<file path="src/rtl/twi_ee_pkg.sv">
package twi_ee_pkg;
  localparam logic [3:0] DEV_CODE = 4'b1010;

  typedef enum logic [3:0] {
    ST_IDLE,
    ST_DEV,
    ST_DEV_ACK,
    ST_ADDR,
    ST_ADDR_ACK,
    ST_WDAT,
    ST_WDAT_ACK,
    ST_RDAT,
    ST_RACK
  } st_e;
endpackage

</file>
<file path="src/rtl/twi_cond_det.sv">
module twi_cond_det (
  input  logic clk_i,
  input  logic rst_ni,
  input  logic scl_i,
  input  logic sda_i,
  output logic scl_rise_o,
  output logic scl_fall_o,
  output logic start_o,
  output logic stop_o
);
  logic scl_q, sda_q;

  always_ff @(posedge clk_i or negedge rst_ni) begin
    if (!rst_ni) begin
      scl_q <= 1'b1;
      sda_q <= 1'b1;
    end else begin
      scl_q <= scl_i;
      sda_q <= sda_i;
    end
  end

  assign scl_rise_o = scl_i & ~scl_q;
  assign scl_fall_o = ~scl_i & scl_q;
  assign start_o    = scl_i & scl_q & sda_q & ~sda_i;
  assign stop_o     = scl_i & scl_q & ~sda_q & sda_i;
endmodule

</file>
<file path="src/rtl/twi_addr_ctr.sv">
module twi_addr_ctr #(
  parameter int ADDR_W = 11,
  parameter int PAGE_W = 5
) (
  input  logic              clk_i,
  input  logic              rst_ni,
  input  logic              load_i,
  input  logic [ADDR_W-1:0] load_val_i,
  input  logic              inc_page_i,
  input  logic              inc_full_i,
  output logic [ADDR_W-1:0] addr_o
);
  logic [ADDR_W-1:0] addr_q;

  always_ff @(posedge clk_i or negedge rst_ni) begin
    if (!rst_ni)         addr_q <= '0;
    else if (load_i)     addr_q <= load_val_i;
    else if (inc_page_i) addr_q <= {addr_q[ADDR_W-1:PAGE_W], addr_q[PAGE_W-1:0] + 1'b1};
    else if (inc_full_i) addr_q <= addr_q + 1'b1;
  end

  assign addr_o = addr_q;
endmodule

</file>
<file path="src/rtl/twi_wr_timer.sv">
module twi_wr_timer #(
  parameter int WR_CYCLES = 4000
) (
  input  logic clk_i,
  input  logic rst_ni,
  input  logic kick_i,
  output logic busy_o
);
  localparam int CW = $clog2(WR_CYCLES + 1);
  localparam logic [CW-1:0] LOAD = CW'(WR_CYCLES);

  logic [CW-1:0] cnt_q;

  always_ff @(posedge clk_i or negedge rst_ni) begin
    if (!rst_ni)            cnt_q <= '0;
    else if (kick_i)        cnt_q <= LOAD;
    else if (cnt_q != '0)   cnt_q <= cnt_q - 1'b1;
  end

  assign busy_o = (cnt_q != '0);
endmodule

</file>
<file path="src/rtl/twi_eeprom_slave.sv">
module twi_eeprom_slave
  import twi_ee_pkg::*;
#(
  parameter int ADDR_W     = 11,
  parameter int PAGE_BYTES = 32,
  parameter int WR_CYCLES  = 4000
) (
  input  logic              clk_i,
  input  logic              rst_ni,
  input  logic              scl_i,
  input  logic              sda_i,
  output logic              sda_oe_o,
  input  logic [2:0]        dev_sel_i,
  input  logic              wp_i,
  output logic [ADDR_W-1:0] mem_addr_o,
  output logic [7:0]        mem_wdata_o,
  output logic              mem_we_o,
  input  logic [7:0]        mem_rdata_i
);
  localparam int PAGE_W = $clog2(PAGE_BYTES);
  localparam int HI_W   = ADDR_W - 8;            // 1..3 address bits in select word
  localparam logic [2:0] CMP_MASK = 3'(7 << HI_W); // select bits compared with pins

  logic scl_rise, scl_fall, start_c, stop_c;
  logic wr_busy;

  st_e             st_q, st_d;
  logic [3:0]      cnt_q, cnt_d;
  logic [7:0]      rx_q, rx_d;
  logic [6:0]      tx_q, tx_d;
  logic            oe_q, oe_d;
  logic            rd_q, rd_d;
  logic [HI_W-1:0] hi_q, hi_d;
  logic            wrote_q, wrote_d;
  logic            mack_q, mack_d;

  logic              ctr_ld, ctr_incp, ctr_incf, we_c, kick_c, dev_ok;
  logic [ADDR_W-1:0] ctr_val;

  twi_cond_det u_cond (
    .clk_i, .rst_ni, .scl_i, .sda_i,
    .scl_rise_o(scl_rise), .scl_fall_o(scl_fall),
    .start_o(start_c), .stop_o(stop_c)
  );

  twi_addr_ctr #(.ADDR_W(ADDR_W), .PAGE_W(PAGE_W)) u_ctr (
    .clk_i, .rst_ni,
    .load_i(ctr_ld), .load_val_i(ctr_val),
    .inc_page_i(ctr_incp), .inc_full_i(ctr_incf),
    .addr_o(mem_addr_o)
  );

  twi_wr_timer #(.WR_CYCLES(WR_CYCLES)) u_tmr (
    .clk_i, .rst_ni, .kick_i(kick_c), .busy_o(wr_busy)
  );

  // code, pin compare, busy refusal
  assign dev_ok = (rx_q[7:4] == DEV_CODE) &&
                  (((rx_q[3:1] ^ dev_sel_i) & CMP_MASK) == 3'b000) && !wr_busy;

  always_comb begin
    st_d = st_q; cnt_d = cnt_q; rx_d = rx_q; tx_d = tx_q; oe_d = oe_q;
    rd_d = rd_q; hi_d = hi_q; wrote_d = wrote_q; mack_d = mack_q;
    ctr_ld = 1'b0; ctr_val = {hi_q, rx_q}; ctr_incp = 1'b0; ctr_incf = 1'b0;
    we_c = 1'b0; kick_c = 1'b0;
    if (stop_c) begin
      st_d = ST_IDLE; oe_d = 1'b0; kick_c = wrote_q; wrote_d = 1'b0;
    end else if (start_c) begin
      st_d = ST_DEV; cnt_d = '0; oe_d = 1'b0; kick_c = wrote_q; wrote_d = 1'b0;
    end else begin
      unique case (st_q)
        ST_DEV, ST_ADDR, ST_WDAT: begin
          if (scl_rise && cnt_q != 4'd8) begin
            rx_d  = {rx_q[6:0], sda_i};
            cnt_d = cnt_q + 4'd1;
          end else if (scl_fall && cnt_q == 4'd8) begin
            if (st_q == ST_DEV) begin
              if (dev_ok) begin
                oe_d = 1'b1; st_d = ST_DEV_ACK; rd_d = rx_q[0];
                if (!rx_q[0]) hi_d = rx_q[HI_W:1];
              end else begin
                st_d = ST_IDLE;
              end
            end else if (st_q == ST_ADDR) begin
              oe_d = 1'b1; st_d = ST_ADDR_ACK; ctr_ld = 1'b1;
            end else begin
              oe_d = 1'b1; st_d = ST_WDAT_ACK; ctr_incp = 1'b1;
              we_c = !wp_i;
              if (!wp_i) wrote_d = 1'b1;
            end
          end
        end
        ST_DEV_ACK, ST_ADDR_ACK, ST_WDAT_ACK: begin
          if (scl_fall) begin
            cnt_d = '0;
            if (st_q == ST_DEV_ACK && rd_q) begin
              st_d = ST_RDAT; tx_d = mem_rdata_i[6:0]; oe_d = !mem_rdata_i[7];
            end else begin
              oe_d = 1'b0;
              st_d = (st_q == ST_DEV_ACK) ? ST_ADDR : ST_WDAT;
            end
          end
        end
        ST_RDAT: begin
          if (scl_rise && cnt_q != 4'd8) begin
            cnt_d = cnt_q + 4'd1;
          end else if (scl_fall) begin
            if (cnt_q == 4'd8) begin
              oe_d = 1'b0; st_d = ST_RACK; ctr_incf = 1'b1;
            end else begin
              tx_d = {tx_q[5:0], 1'b0}; oe_d = !tx_q[6];
            end
          end
        end
        ST_RACK: begin
          if (scl_rise) mack_d = !sda_i;
          else if (scl_fall) begin
            cnt_d = '0;
            if (mack_q) begin
              st_d = ST_RDAT; tx_d = mem_rdata_i[6:0]; oe_d = !mem_rdata_i[7];
            end else begin
              st_d = ST_IDLE; oe_d = 1'b0;
            end
          end
        end
        default: ;
      endcase
    end
  end

  always_ff @(posedge clk_i or negedge rst_ni) begin
    if (!rst_ni) begin
      st_q <= ST_IDLE; cnt_q <= '0; rx_q <= '0; tx_q <= '0; oe_q <= 1'b0;
      rd_q <= 1'b0; hi_q <= '0; wrote_q <= 1'b0; mack_q <= 1'b0;
    end else begin
      st_q <= st_d; cnt_q <= cnt_d; rx_q <= rx_d; tx_q <= tx_d; oe_q <= oe_d;
      rd_q <= rd_d; hi_q <= hi_d; wrote_q <= wrote_d; mack_q <= mack_d;
    end
  end

  assign sda_oe_o    = oe_q;
  assign mem_we_o    = we_c;
  assign mem_wdata_o = rx_q;
endmodule

</file>
<file path="config.mk">
export PLATFORM = sky130hd
export DESIGN_NAME = twi_eeprom_slave
export DESIGN_NICKNAME = d
export VERILOG_FILES = /design/src/rtl/twi_ee_pkg.sv /design/src/rtl/twi_cond_det.sv /design/src/rtl/twi_addr_ctr.sv /design/src/rtl/twi_wr_timer.sv /design/src/rtl/twi_eeprom_slave.sv
export SDC_FILE = /design/constraint.sdc
export NUM_CORES = 1
export LEC_CHECK = 0
export ABC_AREA = 1
export BUFFER_PORTS_ARGS = -buffer_cell sky130_fd_sc_hd__buf_2
export CAP_MARGIN = 15
export CORE_ASPECT_RATIO = 0.5
export CORE_MARGIN = 1
export CORE_UTILIZATION = 59
export DETAILED_ROUTE_END_ITERATION = 12
export PLACE_DENSITY = 0.92
export SLEW_MARGIN = 25
export SYNTH_ARGS = -nofsm -noshare
export SYNTH_HDL_FRONTEND = slang
export SYNTH_SLANG_ARGS = --single-unit
</file>
<file path="constraint.sdc">
create_clock -name clk_i -period 2.25 [get_ports clk_i]
set_input_delay 0.225 -clock clk_i [delete_from_list [all_inputs] [get_ports clk_i]]
set_output_delay 0.225 -clock clk_i [all_outputs]
set_load 0.02 [all_outputs]
</file>
==> load_flow_metrics.sql, run 1 <==
INSERT INTO impl_metrics (metric_group, metric, value, unit) VALUES
('routing', 'detail_route.wirelength', '7.78', 'mm'),
('floorplan', 'ios', '37', ''),
('timing', 'worst_slew_pin_slew', '0.508', 'ns'),
('final_layout', 'post_layout_utilization_of_the_core', '71.7', '%'),
('place', 'place.detailed.hpwl', '5.68', 'mm'),
('place', 'routabilityCongestion', '0.918', ''),
('worst_setup_path', 'r2r.worst_path.cells', '12', ''),
('power', 'power_frac_clock', '19.5', '%'),
('routing', 'drc', '0', ''),
('yosys', 'ys_seq_area_share', '41.9', '%'),
('timing', 'finalCriticalPeriod', '2.02', 'ns'),
('min_path', 'holdCritStartpoint', 'sda_i', ''),
('grt', 'number_of_antenna_violations_at_the_first_check_in_global_routing', '0', ''),
('final_layout', 'most_common_cell_after_layout_fill_and_taps_aside', 'sky130_fd_sc_hd__nand2_1', ''),
('clocking', 'worst_setup_hold_path_clk_slew', '0.11', 'ns'),
('routing', 'number_of_drc_markers_in_iteration_0', '221', ''),
('grt', 'combined_global_route_utilization_of_all_metal_layers', '27.8', '%'),
('routing', 'drtAntennaViolNets', '0', ''),
('grt', 'grt-ovfl-total', '0', ''),
('yosys', 'syn-num-nets', '477', ''),
('routing', 'drtPass1Iterations', '5', ''),
('grt', 'vias_in_the_first_global_route', '2678', ''),
('timing', 'rsz_0062_raised_after_global_routing', 'false', ''),
('clocking', 'htree_num_levels', '2', ''),
('floorplan', 'design.core.area', '0.00513', 'mm^2'),
('worst_setup_path', 'arrival', '2.29', 'ns'),
('clocking', 'tritoncts', 'built', ''),
('yosys', 'ys_seq_elements', '55', ''),
('clocking', 'cts_max_path_buffers', '2', ''),
('timing', 'hold-worst-slack', '0.0433', 'ns'),
('power', 'static_leakage', '1.90', 'nW'),
('worst_setup_path', 'worst_ep_required_time', '2.52', 'ns'),
('place', 'place.port_buffers', '33', ''),
('routing', 'num_vias', '3167', ''),
('worst_setup_path', 'criticalPathCategory', 'reg2reg', ''),
('power', 'power.total', '3.65', 'mW'),
('yosys', 'syn_inst_count', '456', ''),
('final_layout', 'antenna_cells', '0', ''),
('power', 'intPower', '2.05', 'mW'),
('outcome', 'run_status', 'complete, no violations', ''),
('routing', 'wire_per_inst', '13.7', 'um'),
('final_layout', 'drive_above_1_share', '15.2', '%'),
('power', 'peakVddDrop', '0.513', 'mV'),
('floorplan', 'fp.dieH', '54.8', 'um'),
('routing', 'avg_vias_per_cell', '5.57', ''),
('grt', 'grt_max_degree', '25', ''),
('final_layout', 'layout.nets', '519', ''),
('power', 'p_switching', '1.59', 'mW'),
('final_layout', 'syn2layout_area_growth', '11.9', '%'),
('power', 'pwr-share-comb', '42.3', '%'),
('min_path', 'min_delay_worst_endpoint', 'u_cond.sda_q', ''),
('min_path', 'hold_path.class', 'in2reg', ''),
('worst_setup_path', 'cp-end-kind', 'register', ''),
('grt', 'grt_first_pass_wirelength', '12.3', 'mm'),
('clocking', 'numClockSinks', '55', ''),
('final_layout', 'top_library_cells_by_usage_in_the_layout_fill_and_taps_aside', 'sky130_fd_sc_hd__nand2_1, sky130_fd_sc_hd__dfrtp_1, sky130_fd_sc_hd__inv_1', ''),
('power', 'power-per-cell-area', '990', 'mW/mm^2'),
('worst_setup_path', 'crit-reg2reg-launch', 'cnt_q[0]', ''),
('worst_setup_path', 'worst-path-max-fanout', '16', ''),
('floorplan', 'rows', '18', ''),
('power', 'power_frac_seq', '38.2', '%'),
('timing', 'setup_tns', '0', 'ns'),
('run', 'maximum_capacitance_violations', '0', ''),
('floorplan', 'design.die.area', '0.00590', 'mm^2'),
('floorplan', 'fp.dieW', '108', 'um'),
('timing', 'fmax', '494', 'MHz'),
('clocking', 'inserted_clock_buffers', '5', ''),
('yosys', 'synth.distinct_cells', '35', ''),
('clocking', 'ctsRootBufferMaster', 'sky130_fd_sc_hd__clkbuf_8', ''),
('clocking', 'clock_insertion_delay_worst_skew', '0.32', 'ns'),
('timing', 'timing.clock.skew', '0.0125', 'ns');
worst max-delay path by stage:
stage                     startpoint               to  slack (ns)  depth (start not counted)
after floorplan             cnt_q[0]  u_ctr.addr_o[9]        0.65                         10
after global placement      cnt_q[0]         sda_oe_o        0.40                         12
after detailed placement    cnt_q[0]         sda_oe_o        0.33                         12
after CTS                   cnt_q[0]         sda_oe_o        0.28                         12
after global routing        cnt_q[0]         sda_oe_o        0.08                         12
final                       cnt_q[0]         sda_oe_o        0.23                         12
layer usage:
layer / track usage [%] / part of all wire (%)
met3: 5.60 / 6.9
met5: 0 / 0
met1: 37.0 / 45
met2: 46.7 / 46
met4: 9.59 / 1.5
synthesized netlist by cell type, drive strengths merged:
cell type | count | area [um^2]
ha | 5 | 62.6
buf | 4 | 35.0
or2 | 1 | 6.26
nand3 | 41 | 205
clkbuf | 1 | 3.75
inv | 56 | 210
nand3b | 5 | 37.5
o21a | 1 | 7.51
nand4 | 9 | 71.3
xor2 | 4 | 35.0
a31oi | 7 | 43.8
dfstp | 2 | 52.6
o211ai | 2 | 15.0
nor3b | 1 | 7.51
o21bai | 1 | 7.51
o2bb2ai | 1 | 8.76
and2 | 1 | 6.26
a21oi | 13 | 65.1
a22oi | 2 | 15.0
o22ai | 1 | 6.26
nor3 | 4 | 42.5
nor2 | 59 | 267
nand2 | 146 | 576
dfrtp | 53 | 1330
o21ai | 36 | 180
critical path, cell delays in order (launching register included):
cell	delay [ns]
sky130_fd_sc_hd__dfrtp_1	0.43
sky130_fd_sc_hd__inv_1	0.11
sky130_fd_sc_hd__ha_1	0.19
sky130_fd_sc_hd__nand3_1	0.16
sky130_fd_sc_hd__nand2_1	0.18
sky130_fd_sc_hd__inv_1	0.07
sky130_fd_sc_hd__nand2_2	0.23
sky130_fd_sc_hd__inv_1	0.14
sky130_fd_sc_hd__nor2_1	0.18
sky130_fd_sc_hd__nand3_1	0.10
sky130_fd_sc_hd__nor2_1	0.09
sky130_fd_sc_hd__nand2_1	0.05
sky130_fd_sc_hd__nand2_1	0.05
state kept, by name (all words and copies together) (netlist names):
name	cells
u_ctr.addr_o	11
u_cond.sda_q	1
hi_q	3
rd_q	1
tx_q	7
u_tmr.cnt_q	12
wrote_q	1
st_q	4
mack_q	1
u_cond.scl_q	1
sda_oe_o	1
mem_wdata_o	8
cnt_q	4
metrics by stage:
| step | std cells | area, um^2 | setup slack, ns |
|---|---|---|---|
| 2_1_floorplan | 456 | 3290 | 0.649 |
| 6_report | 569 | 3680 | 0.226 |
| 3_5_place_dp | 560 | 3550 | 0.333 |
| 4_1_cts | 569 | 3680 | 0.280 |
| 5_1_grt | 569 | 3680 | 0.0771 |
| 3_3_place_gp | 560 | 3550 | 0.404 |
layout make-up:
class	instances	area, um^2
timing repair buffer	40	220
clock inverter	2	38.8
fill	407	1450
inverter	56	210
tap	70	87.6
sequential	55	1380
multi-input combinational	340	1670
clock buffer	6	82.6
logic make-up after synthesis:
group,Yosys count,share of synthesized area (%)
buf+inv,61,7.56
xor+xnor,4,1.06
flops,55,41.9
simple gates,267,37.0
fa+ha+maj,5,1.90
compound gates,64,10.6
power by group through the flow:
stage	logic, mW	clock network (mW)	registers (mW)
5_1_grt	1.74	0.747	1.41
3_3_place_gp	1.48	0	1.39
4_1_cts	1.54	0.714	1.38
6_report	1.54	0.712	1.39
3_5_place_dp	1.52	0	1.40
2_1_floorplan	1.11	0	1.42
timing repair:
action,CTS,global route
gates resized for setup,0,0
hold endpoints to repair,10,0
hold buffers,1,0
No activity file was read; power rests on OpenSTA's default activity.
==> run 2, diff against run 1 <==
ABC_AREA = 0   (was 1)
CORE_UTILIZATION = 58   (was 59)
TNS_END_PERCENT = 1   (was default)
==> load_flow_metrics.sql, run 2 <==
INSERT INTO impl_metrics (metric_group, metric, value, unit) VALUES
('outcome', 'run_status', 'complete, no violations', ''),
('floorplan', 'initial_utilization', '60.6', '%'),
('clocking', 'cts_max_path_buffers', '2', ''),
('worst_setup_path', 'r2r.worst_path.cells', '5', ''),
('final_layout', 'multiInputGateArea', '0.00159', 'mm^2'),
('final_layout', 'most_common_cell_after_layout_fill_and_taps_aside', 'sky130_fd_sc_hd__dfrtp_1', ''),
('yosys', 'ys_seq_area_share', '45.9', '%'),
('worst_setup_path', 'criticalPathCategory', 'reg2reg', ''),
('timing', 'timing.final.crit_share', '98.5', '%'),
('routing', 'drtPass1Iterations', '5', ''),
('min_path', 'hold_path.class', 'in2reg', ''),
('final_layout', 'regMostFlops', 'u_tmr.cnt_q', ''),
('yosys', 'yosysTopAreaCellShare', '44.1', '%'),
('place', 'routabilityCongestion', '0.880', ''),
('yosys', 'synth_async_sr_flop_share', '100', '%'),
('power', 'intPower', '1.41', 'mW'),
('run', 'maximum_capacitance_violations', '0', ''),
('grt', 'combined_global_route_utilization_of_all_metal_layers', '26.6', '%'),
('timing', 'fmax', '451', 'MHz'),
('final_layout', 'antenna_cells', '0', ''),
('power', 'switching_share', '24.8', '%'),
('power', 'power-per-cell-area', '532', 'mW/mm^2'),
('timing', 'finalCriticalPeriod', '2.22', 'ns'),
('min_path', 'whs_path_depth', '1', ''),
('yosys', 'syn_inst_count', '301', ''),
('grt', 'number_of_antenna_violations_at_the_first_check_in_global_routing', '0', ''),
('final_layout', 'syn2layout_area_growth', '17.6', '%'),
('yosys', 'synthMostInstantiatedCell', 'sky130_fd_sc_hd__dfrtp_1', ''),
('yosys', 'syn_area', '0.00300', 'mm^2'),
('power', 'power_frac_clock', '35.8', '%'),
('grt', 'grt_max_degree', '56', ''),
('worst_setup_path', 'crit-reg2reg-capture', 'sda_oe_o', ''),
('routing', 'drtAntennaViolNets', '0', ''),
('routing', 'wire_per_inst', '17.3', 'um'),
('grt', 'vias_in_the_first_global_route', '2403', ''),
('place', 'place.detailed.hpwl', '4.97', 'mm'),
('routing', 'detail_route.wirelength', '7.31', 'mm'),
('yosys', 'ys_dominant_reg_cell', 'sky130_fd_sc_hd__dfrtp_1', ''),
('place', 'place.port_buffers', '33', ''),
('clocking', 'post-cts-setup-buffers', '0', ''),
('yosys', 'syn-num-nets', '322', ''),
('min_path', 'min_delay_worst_endpoint', 'u_cond.scl_q', ''),
('yosys', 'ys_seq_elements', '55', ''),
('power', 'power.total', '1.88', 'mW'),
('final_layout', 'layout_filler_cell_count', '307', ''),
('worst_setup_path', 'crit_family', 'simple AND/OR/NAND/NOR gates', ''),
('worst_setup_path', 'arrival', '2.47', 'ns'),
('clocking', 'worst_setup_hold_path_clk_slew', '0.11', 'ns'),
('worst_setup_path', 'worst-path-max-fanout', '4', ''),
('worst_setup_path', 'bufs_and_invs_on_worst_path', '0', ''),
('final_layout', 'top_library_cells_by_usage_in_the_layout_fill_and_taps_aside', 'sky130_fd_sc_hd__dfrtp_1, sky130_fd_sc_hd__buf_2, sky130_fd_sc_hd__nand2_1', ''),
('yosys', 'synth.avg_cell_area', '9.98', 'um^2'),
('yosys', 'number_of_synthesized_flops_with_an_enable_pin', '0', ''),
('worst_setup_path', 'worst_ep_required_time', '2.50', 'ns'),
('floorplan', 'ios', '37', ''),
('power', 'power_frac_seq', '55.7', '%'),
('floorplan', 'design.die.area', '0.00549', 'mm^2'),
('floorplan', 'fp.dieW', '104', 'um'),
('floorplan', 'fp.dieH', '52.9', 'um'),
('yosys', 'synth.distinct_cells', '56', ''),
('place', 'post_placement_setup_slack', '0.00272', 'ns'),
('clocking', 'clock_insertion_delay_worst_skew', '0.32', 'ns'),
('yosys', 'synthesis.yosys.warnings', '0', ''),
('clocking', 'ctsRootBufferMaster', 'sky130_fd_sc_hd__clkbuf_8', ''),
('yosys', 'synth.top_cells.by_area', 'sky130_fd_sc_hd__dfrtp_1, sky130_fd_sc_hd__mux2_2, sky130_fd_sc_hd__nand2_1', ''),
('worst_setup_path', 'crit_path_cell_trace', 'or4_4, nor4_4, a211oi_2, or4_1, a21oi_2', ''),
('floorplan', 'design.core.area', '0.00495', 'mm^2'),
('yosys', 'synth_top_cells_by_count', 'sky130_fd_sc_hd__dfrtp_1, sky130_fd_sc_hd__nand2_1, sky130_fd_sc_hd__mux2_2', ''),
('clocking', 'numClockSinks', '55', ''),
('worst_setup_path', 'crit_slowest_cell', 'sky130_fd_sc_hd__or4_4', ''),
('floorplan', 'rows', '18', ''),
('clocking', 'htree_num_levels', '2', ''),
('timing', 'worst_slew_pin_slew', '0.558', 'ns'),
('timing', 'finalWorstSetupSlack', '0.0330', 'ns'),
('timing', 'slew-limit-headroom', '62.5', '%'),
('timing', 'timing.clock.skew', '0.0149', 'ns'),
('timing', 'report.final.hold_viol_count', '0', ''),
('timing', 'timing.final.setup_violations', '0', ''),
('min_path', 'holdCritStartpoint', 'scl_i', ''),
('final_layout', 'drive_above_1_share', '32.0', '%'),
('final_layout', 'final_std_cells_w_o_fill', '423', ''),
('grt', 'grt_first_pass_wirelength', '11.3', 'mm'),
('power', 'pwr-share-comb', '8.6', '%'),
('power', 'peakVddDrop', '0.382', 'mV'),
('worst_setup_path', 'crit-reg2reg-launch', 'u_tmr.cnt_q[6]', ''),
('final_layout', 'layout.nets', '373', ''),
('power', 'static_leakage', '1.59', 'nW'),
('final_layout', 'largest_register_ffs', '12', ''),
('worst_setup_path', 'slowest_delay', '0.58', 'ns'),
('place', 'dpl.cell_count', '414', ''),
('timing', 'finalMaxSlewViolations', '0', ''),
('final_layout', 'seqCellArea', '0.00138', 'mm^2'),
('clocking', 'tritoncts', 'built', ''),
('power', 'p_switching', '466', 'uW'),
('worst_setup_path', 'crit_path_start_kind', 'register', ''),
('yosys', 'synth_top_cell_by_area', 'sky130_fd_sc_hd__dfrtp_1', ''),
('worst_setup_path', 'cp-end-kind', 'register', ''),
('routing', 'drc', '0', ''),
('routing', 'num_vias', '2621', ''),
('routing', 'avg_vias_per_cell', '6.20', ''),
('grt', 'grt-ovfl-total', '0', ''),
('routing', 'number_of_drc_markers_in_iteration_0', '245', ''),
('worst_setup_path', 'r2r_slack', '0.03', 'ns'),
('clocking', 'inserted_clock_buffers', '5', ''),
('timing', 'rsz_0062_raised_after_global_routing', 'true', '');
==> run 2: changes by cell type in the layout (fill, tap and decap cells not counted), moves of 8 or more <==
| cell | change |
|---|---|
| sky130_fd_sc_hd__mux2_2 | +25 |
| sky130_fd_sc_hd__xnor2_1 | +9 |
| sky130_fd_sc_hd__nor2_1 | -24 |
| sky130_fd_sc_hd__nor2_2 | -8 |
| sky130_fd_sc_hd__inv_1 | -46 |
| sky130_fd_sc_hd__nand3_1 | -31 |
| sky130_fd_sc_hd__o21ai_0 | -14 |
| sky130_fd_sc_hd__buf_4 | +14 |
| sky130_fd_sc_hd__nand2_1 | -109 |
==> run 2: through the flow <==
stage / TNS (ns) / utilization, % / cell area, um^2 / hold slack [ns]
detailed placement: 0 / 68.0 / 3370 / 0.244
global placement: 0 / 68.0 / 3370 / 0.239
floorplan: 0 / - / 3000 / -0.0706
CTS: 0 / 70.5 / 3490 / 0.0570
global route: -0.209 / 71.3 / 3530 / 0.0630
finish: 0 / 71.3 / 3530 / 0.0666
==> run 2: area by class of cell <==
cell class | count | area share (%)
flip-flops and latches | 55 | 39.0
inverters | 6 | 0.637
clock buffers | 5 | 1.95
repair buffers | 55 | 9.77
clock inverters | 3 | 1.24
multi-input cells | 229 | 44.9
well taps | 70 | 2.48
==> run 2: cell families (layout without fill, tap and decap cells) <==
group | after synthesis | count (layout) | share of synthesized area [%]
AOI/OAI and AO/OA | 59 | 59 | 12.9
xor gates and xnor gates | 14 | 14 | 4.08
adders and majority gates | 5 | 5 | 2.08
buffers and inverters | 17 | 69 | 2.67
DFF | 55 | 55 | 45.9
muxes | 26 | 26 | 9.70
and+or+nand+nor | 125 | 125 | 22.7
==> run 2: worst max-delay path by stage <==
stage | end | depth (start not counted) | slack, ns | startpoint
3_5_place_dp | hi_q[0] | 5 | 0.003 | u_tmr.cnt_q[6]
2_1_floorplan | sda_oe_o | 5 | 0.05 | u_tmr.cnt_q[6]
5_1_grt | u_ctr.addr_o[6] | 7 | -0.05 | cnt_q[0]
6_report | sda_oe_o | 5 | 0.03 | u_tmr.cnt_q[6]
3_3_place_gp | hi_q[0] | 5 | 0.1 | u_tmr.cnt_q[7]
4_1_cts | u_ctr.addr_o[2] | 6 | 0.03 | cnt_q[0]
==> run 2: what timing repair did <==
action	CTS	global route
endpoints found under the setup margin	2	16
endpoints found under the hold margin	53	0
pin swaps	0	2
hold buffers	1	0
gates resized for setup	1	9
==> run 2: power groups by stage <==
stage          Combinational (mW)  Sequential [mW]  Clock, mW
2_1_floorplan              0.0664             1.07          0
3_3_place_gp                0.147             1.06          0
4_1_cts                     0.156             1.05      0.670
3_5_place_dp                0.154             1.06          0
6_report                    0.161             1.05      0.672
5_1_grt                     0.178             1.05      0.714
==> run 2: worst reg2reg max path, cell delays in order (launching register included) <==
cell	delay [ns]
sky130_fd_sc_hd__dfrtp_1	0.41
sky130_fd_sc_hd__or4_4	0.59
sky130_fd_sc_hd__nor4_4	0.34
sky130_fd_sc_hd__a211oi_2	0.13
sky130_fd_sc_hd__or4_1	0.55
sky130_fd_sc_hd__a21oi_2	0.13
==> run 2: routing by layer <==
metal  part of all wire, %  wire (um)  GRT usage (%)
met1                    42       3090           33.0
met2                    48       3510           47.4
met3                   6.7        491           5.17
met4                   3.1        223           11.0
met5                     0          0              0
==> run 3, diff against run 2 <==
CORE_UTILIZATION = 52   (was 58)
PLACE_DENSITY = 0.87   (was 0.92)
clock period = 1.93 ns   (was 2.25 ns; I/O delays follow)
==> load_flow_metrics.sql, run 3 (same netlist as run 2, synthesis figures left out) <==
INSERT INTO impl_metrics (metric_group, metric, value, unit) VALUES
('final_layout', 'seqCellArea', '0.00138', 'mm^2'),
('floorplan', 'rows', '19', ''),
('timing', 'fmax', '448', 'MHz'),
('floorplan', 'initial_utilization', '54.5', '%'),
('place', 'routabilityCongestion', '0.868', ''),
('final_layout', 'syn2layout_area_growth', '29.3', '%'),
('routing', 'num_vias', '2894', ''),
('final_layout', 'largest_register_ffs', '12', ''),
('grt', 'grt-ovfl-total', '0', ''),
('outcome', 'run_status', 'finished, violations left', ''),
('grt', 'number_of_antenna_violations_at_the_first_check_in_global_routing', '0', ''),
('place', 'place.detailed.hpwl', '5.33', 'mm'),
('floorplan', 'design.die.area', '0.00610', 'mm^2'),
('outcome', 'violations', 'setup timing', ''),
('min_path', 'min_delay_worst_endpoint', 'u_cond.scl_q', ''),
('worst_setup_path', 'r2r.worst_path.cells', '5', ''),
('worst_setup_path', 'r2r_slack', '-0.30', 'ns'),
('routing', 'avg_vias_per_cell', '6.35', ''),
('worst_setup_path', 'worst-path-max-fanout', '3', ''),
('floorplan', 'design.core.area', '0.00552', 'mm^2'),
('grt', 'combined_global_route_utilization_of_all_metal_layers', '28.6', '%'),
('clocking', 'htree_num_levels', '2', ''),
('routing', 'drtPass1Iterations', '5', ''),
('worst_setup_path', 'bufs_and_invs_on_worst_path', '0', ''),
('timing', 'finalWorstSetupSlack', '-0.302', 'ns'),
('floorplan', 'fp.dieH', '55.7', 'um'),
('final_layout', 'multiInputGateArea', '0.00166', 'mm^2'),
('timing', 'slew-limit-headroom', '61.5', '%'),
('worst_setup_path', 'crit_slowest_cell', 'sky130_fd_sc_hd__or4_4', ''),
('grt', 'grt_max_degree', '26', ''),
('timing', 'setup_tns', '-2.63', 'ns'),
('timing', 'timing.final.crit_share', '116', '%'),
('timing', 'worst_slew_pin_slew', '0.578', 'ns'),
('power', 'peakVddDrop', '0.398', 'mV'),
('min_path', 'whs_path_depth', '1', ''),
('routing', 'wire_per_inst', '18.5', 'um'),
('final_layout', 'layout.nets', '403', ''),
('final_layout', 'layout_filler_cell_count', '364', ''),
('worst_setup_path', 'slowest_delay', '0.57', 'ns'),
('final_layout', 'regMostFlops', 'u_tmr.cnt_q', ''),
('clocking', 'numClockSinks', '55', ''),
('power', 'power-per-cell-area', '604', 'mW/mm^2'),
('final_layout', 'top_library_cells_by_usage_in_the_layout_fill_and_taps_aside', 'sky130_fd_sc_hd__dfrtp_1, sky130_fd_sc_hd__buf_4, sky130_fd_sc_hd__buf_2', ''),
('final_layout', 'antenna_cells', '0', ''),
('clocking', 'cts_max_path_buffers', '2', ''),
('clocking', 'tritoncts', 'built', ''),
('floorplan', 'ios', '37', ''),
('final_layout', 'drive_above_1_share', '40.7', '%'),
('worst_setup_path', 'crit-reg2reg-capture', 'hi_q[2]', ''),
('worst_setup_path', 'arrival', '2.41', 'ns'),
('grt', 'vias_in_the_first_global_route', '2842', ''),
('timing', 'finalCriticalPeriod', '2.23', 'ns'),
('worst_setup_path', 'criticalPathCategory', 'reg2reg', ''),
('worst_setup_path', 'cp-end-kind', 'register', ''),
('worst_setup_path', 'crit_path_cell_trace', 'or4_4, nor4_4, nand4_1, nor2_4, mux2_4', ''),
('worst_setup_path', 'crit-reg2reg-launch', 'u_tmr.cnt_q[9]', ''),
('timing', 'finalMaxSlewViolations', '0', ''),
('worst_setup_path', 'crit_family', 'simple AND/OR/NAND/NOR gates', ''),
('timing', 'timing.clock.skew', '0.00514', 'ns'),
('timing', 'hold-worst-slack', '0.0573', 'ns'),
('min_path', 'holdCritStartpoint', 'scl_i', ''),
('clocking', 'worst_setup_hold_path_clk_slew', '0.07', 'ns'),
('clocking', 'clock_insertion_delay_worst_skew', '0.29', 'ns'),
('clocking', 'ctsRootBufferMaster', 'sky130_fd_sc_hd__clkbuf_16', ''),
('timing', 'report.final.hold_viol_count', '0', ''),
('clocking', 'inserted_clock_buffers', '5', ''),
('run', 'maximum_capacitance_violations', '0', ''),
('timing', 'rsz_0062_raised_after_global_routing', 'true', ''),
('place', 'place.port_buffers', '33', ''),
('grt', 'grt_first_pass_wirelength', '13.5', 'mm'),
('min_path', 'hold_path.class', 'in2reg', ''),
('worst_setup_path', 'crit_path_start_kind', 'register', ''),
('timing', 'timing.final.setup_violations', '25', ''),
('worst_setup_path', 'worst_ep_required_time', '2.11', 'ns'),
('power', 'static_leakage', '1.77', 'nW'),
('floorplan', 'fp.dieW', '109', 'um'),
('final_layout', 'post_layout_utilization_of_the_core', '70.4', '%'),
('routing', 'detail_route.wirelength', '8.44', 'mm'),
('routing', 'drc', '0', ''),
('routing', 'drtAntennaViolNets', '0', ''),
('routing', 'number_of_drc_markers_in_iteration_0', '269', '');
run 3: how the worst max path moves through the flow:
stage	start	end	slack, ns	depth (start not counted)
2_1_floorplan	u_tmr.cnt_q[0]	sda_oe_o	-0.25	7
3_3_place_gp	u_tmr.cnt_q[0]	hi_q[2]	-0.18	7
3_5_place_dp	u_tmr.cnt_q[0]	hi_q[2]	-0.27	7
4_1_cts	u_tmr.cnt_q[0]	hi_q[0]	-0.25	7
5_1_grt	u_tmr.cnt_q[9]	hi_q[2]	-0.38	5
6_report	u_tmr.cnt_q[9]	hi_q[2]	-0.30	5
run 3: area by class of cell:
class / count / area share [%]
sequential: 55 / 35.6
tap: 73 / 2.35
multi-input combinational: 229 / 42.7
timing repair buffer: 85 / 15.1
clock inverter: 3 / 0.483
inverter: 6 / 0.580
clock buffer: 5 / 3.22
run 3: routing by layer:
metal  GRT usage (%)  wire (um)
met1            36.0       3380
met2            48.8       4000
met3            5.85        752
met5               0          0
met4            10.7        304
run 3: repair_timing:
| item | 4_1_cts | 5_1_grt |
|---|---|---|
| setup buffers | 0 | 1 |
| gates resized for setup | 15 | 15 |
| setup endpoints to repair | 33 | 49 |
| hold buffers | 1 | 0 |
| endpoints found under the hold margin | 23 | 0 |
| pin swaps | 2 | 4 |
run 3: power breakdown:
| group | internal [mW] | switching [mW] |
|---|---|---|
| registers | 1.18 | 0.0373 |
| logic | 0.0967 | 0.124 |
| clock network | 0.482 | 0.422 |
| total | 1.76 | 0.584 |
run 3: metrics by stage:
| stage | power (mW) | instance area, um^2 | instances | setup WS [ns] |
|---|---|---|---|---|
| global route | 2.42 | 3880 | 456 | -0.383 |
| CTS | 2.33 | 3830 | 456 | -0.248 |
| global placement | 1.43 | 3610 | 447 | -0.176 |
| detailed placement | 1.44 | 3610 | 447 | -0.273 |
| finish | 2.35 | 3880 | 456 | -0.302 |
| floorplan | 1.33 | 3010 | 301 | -0.252 |
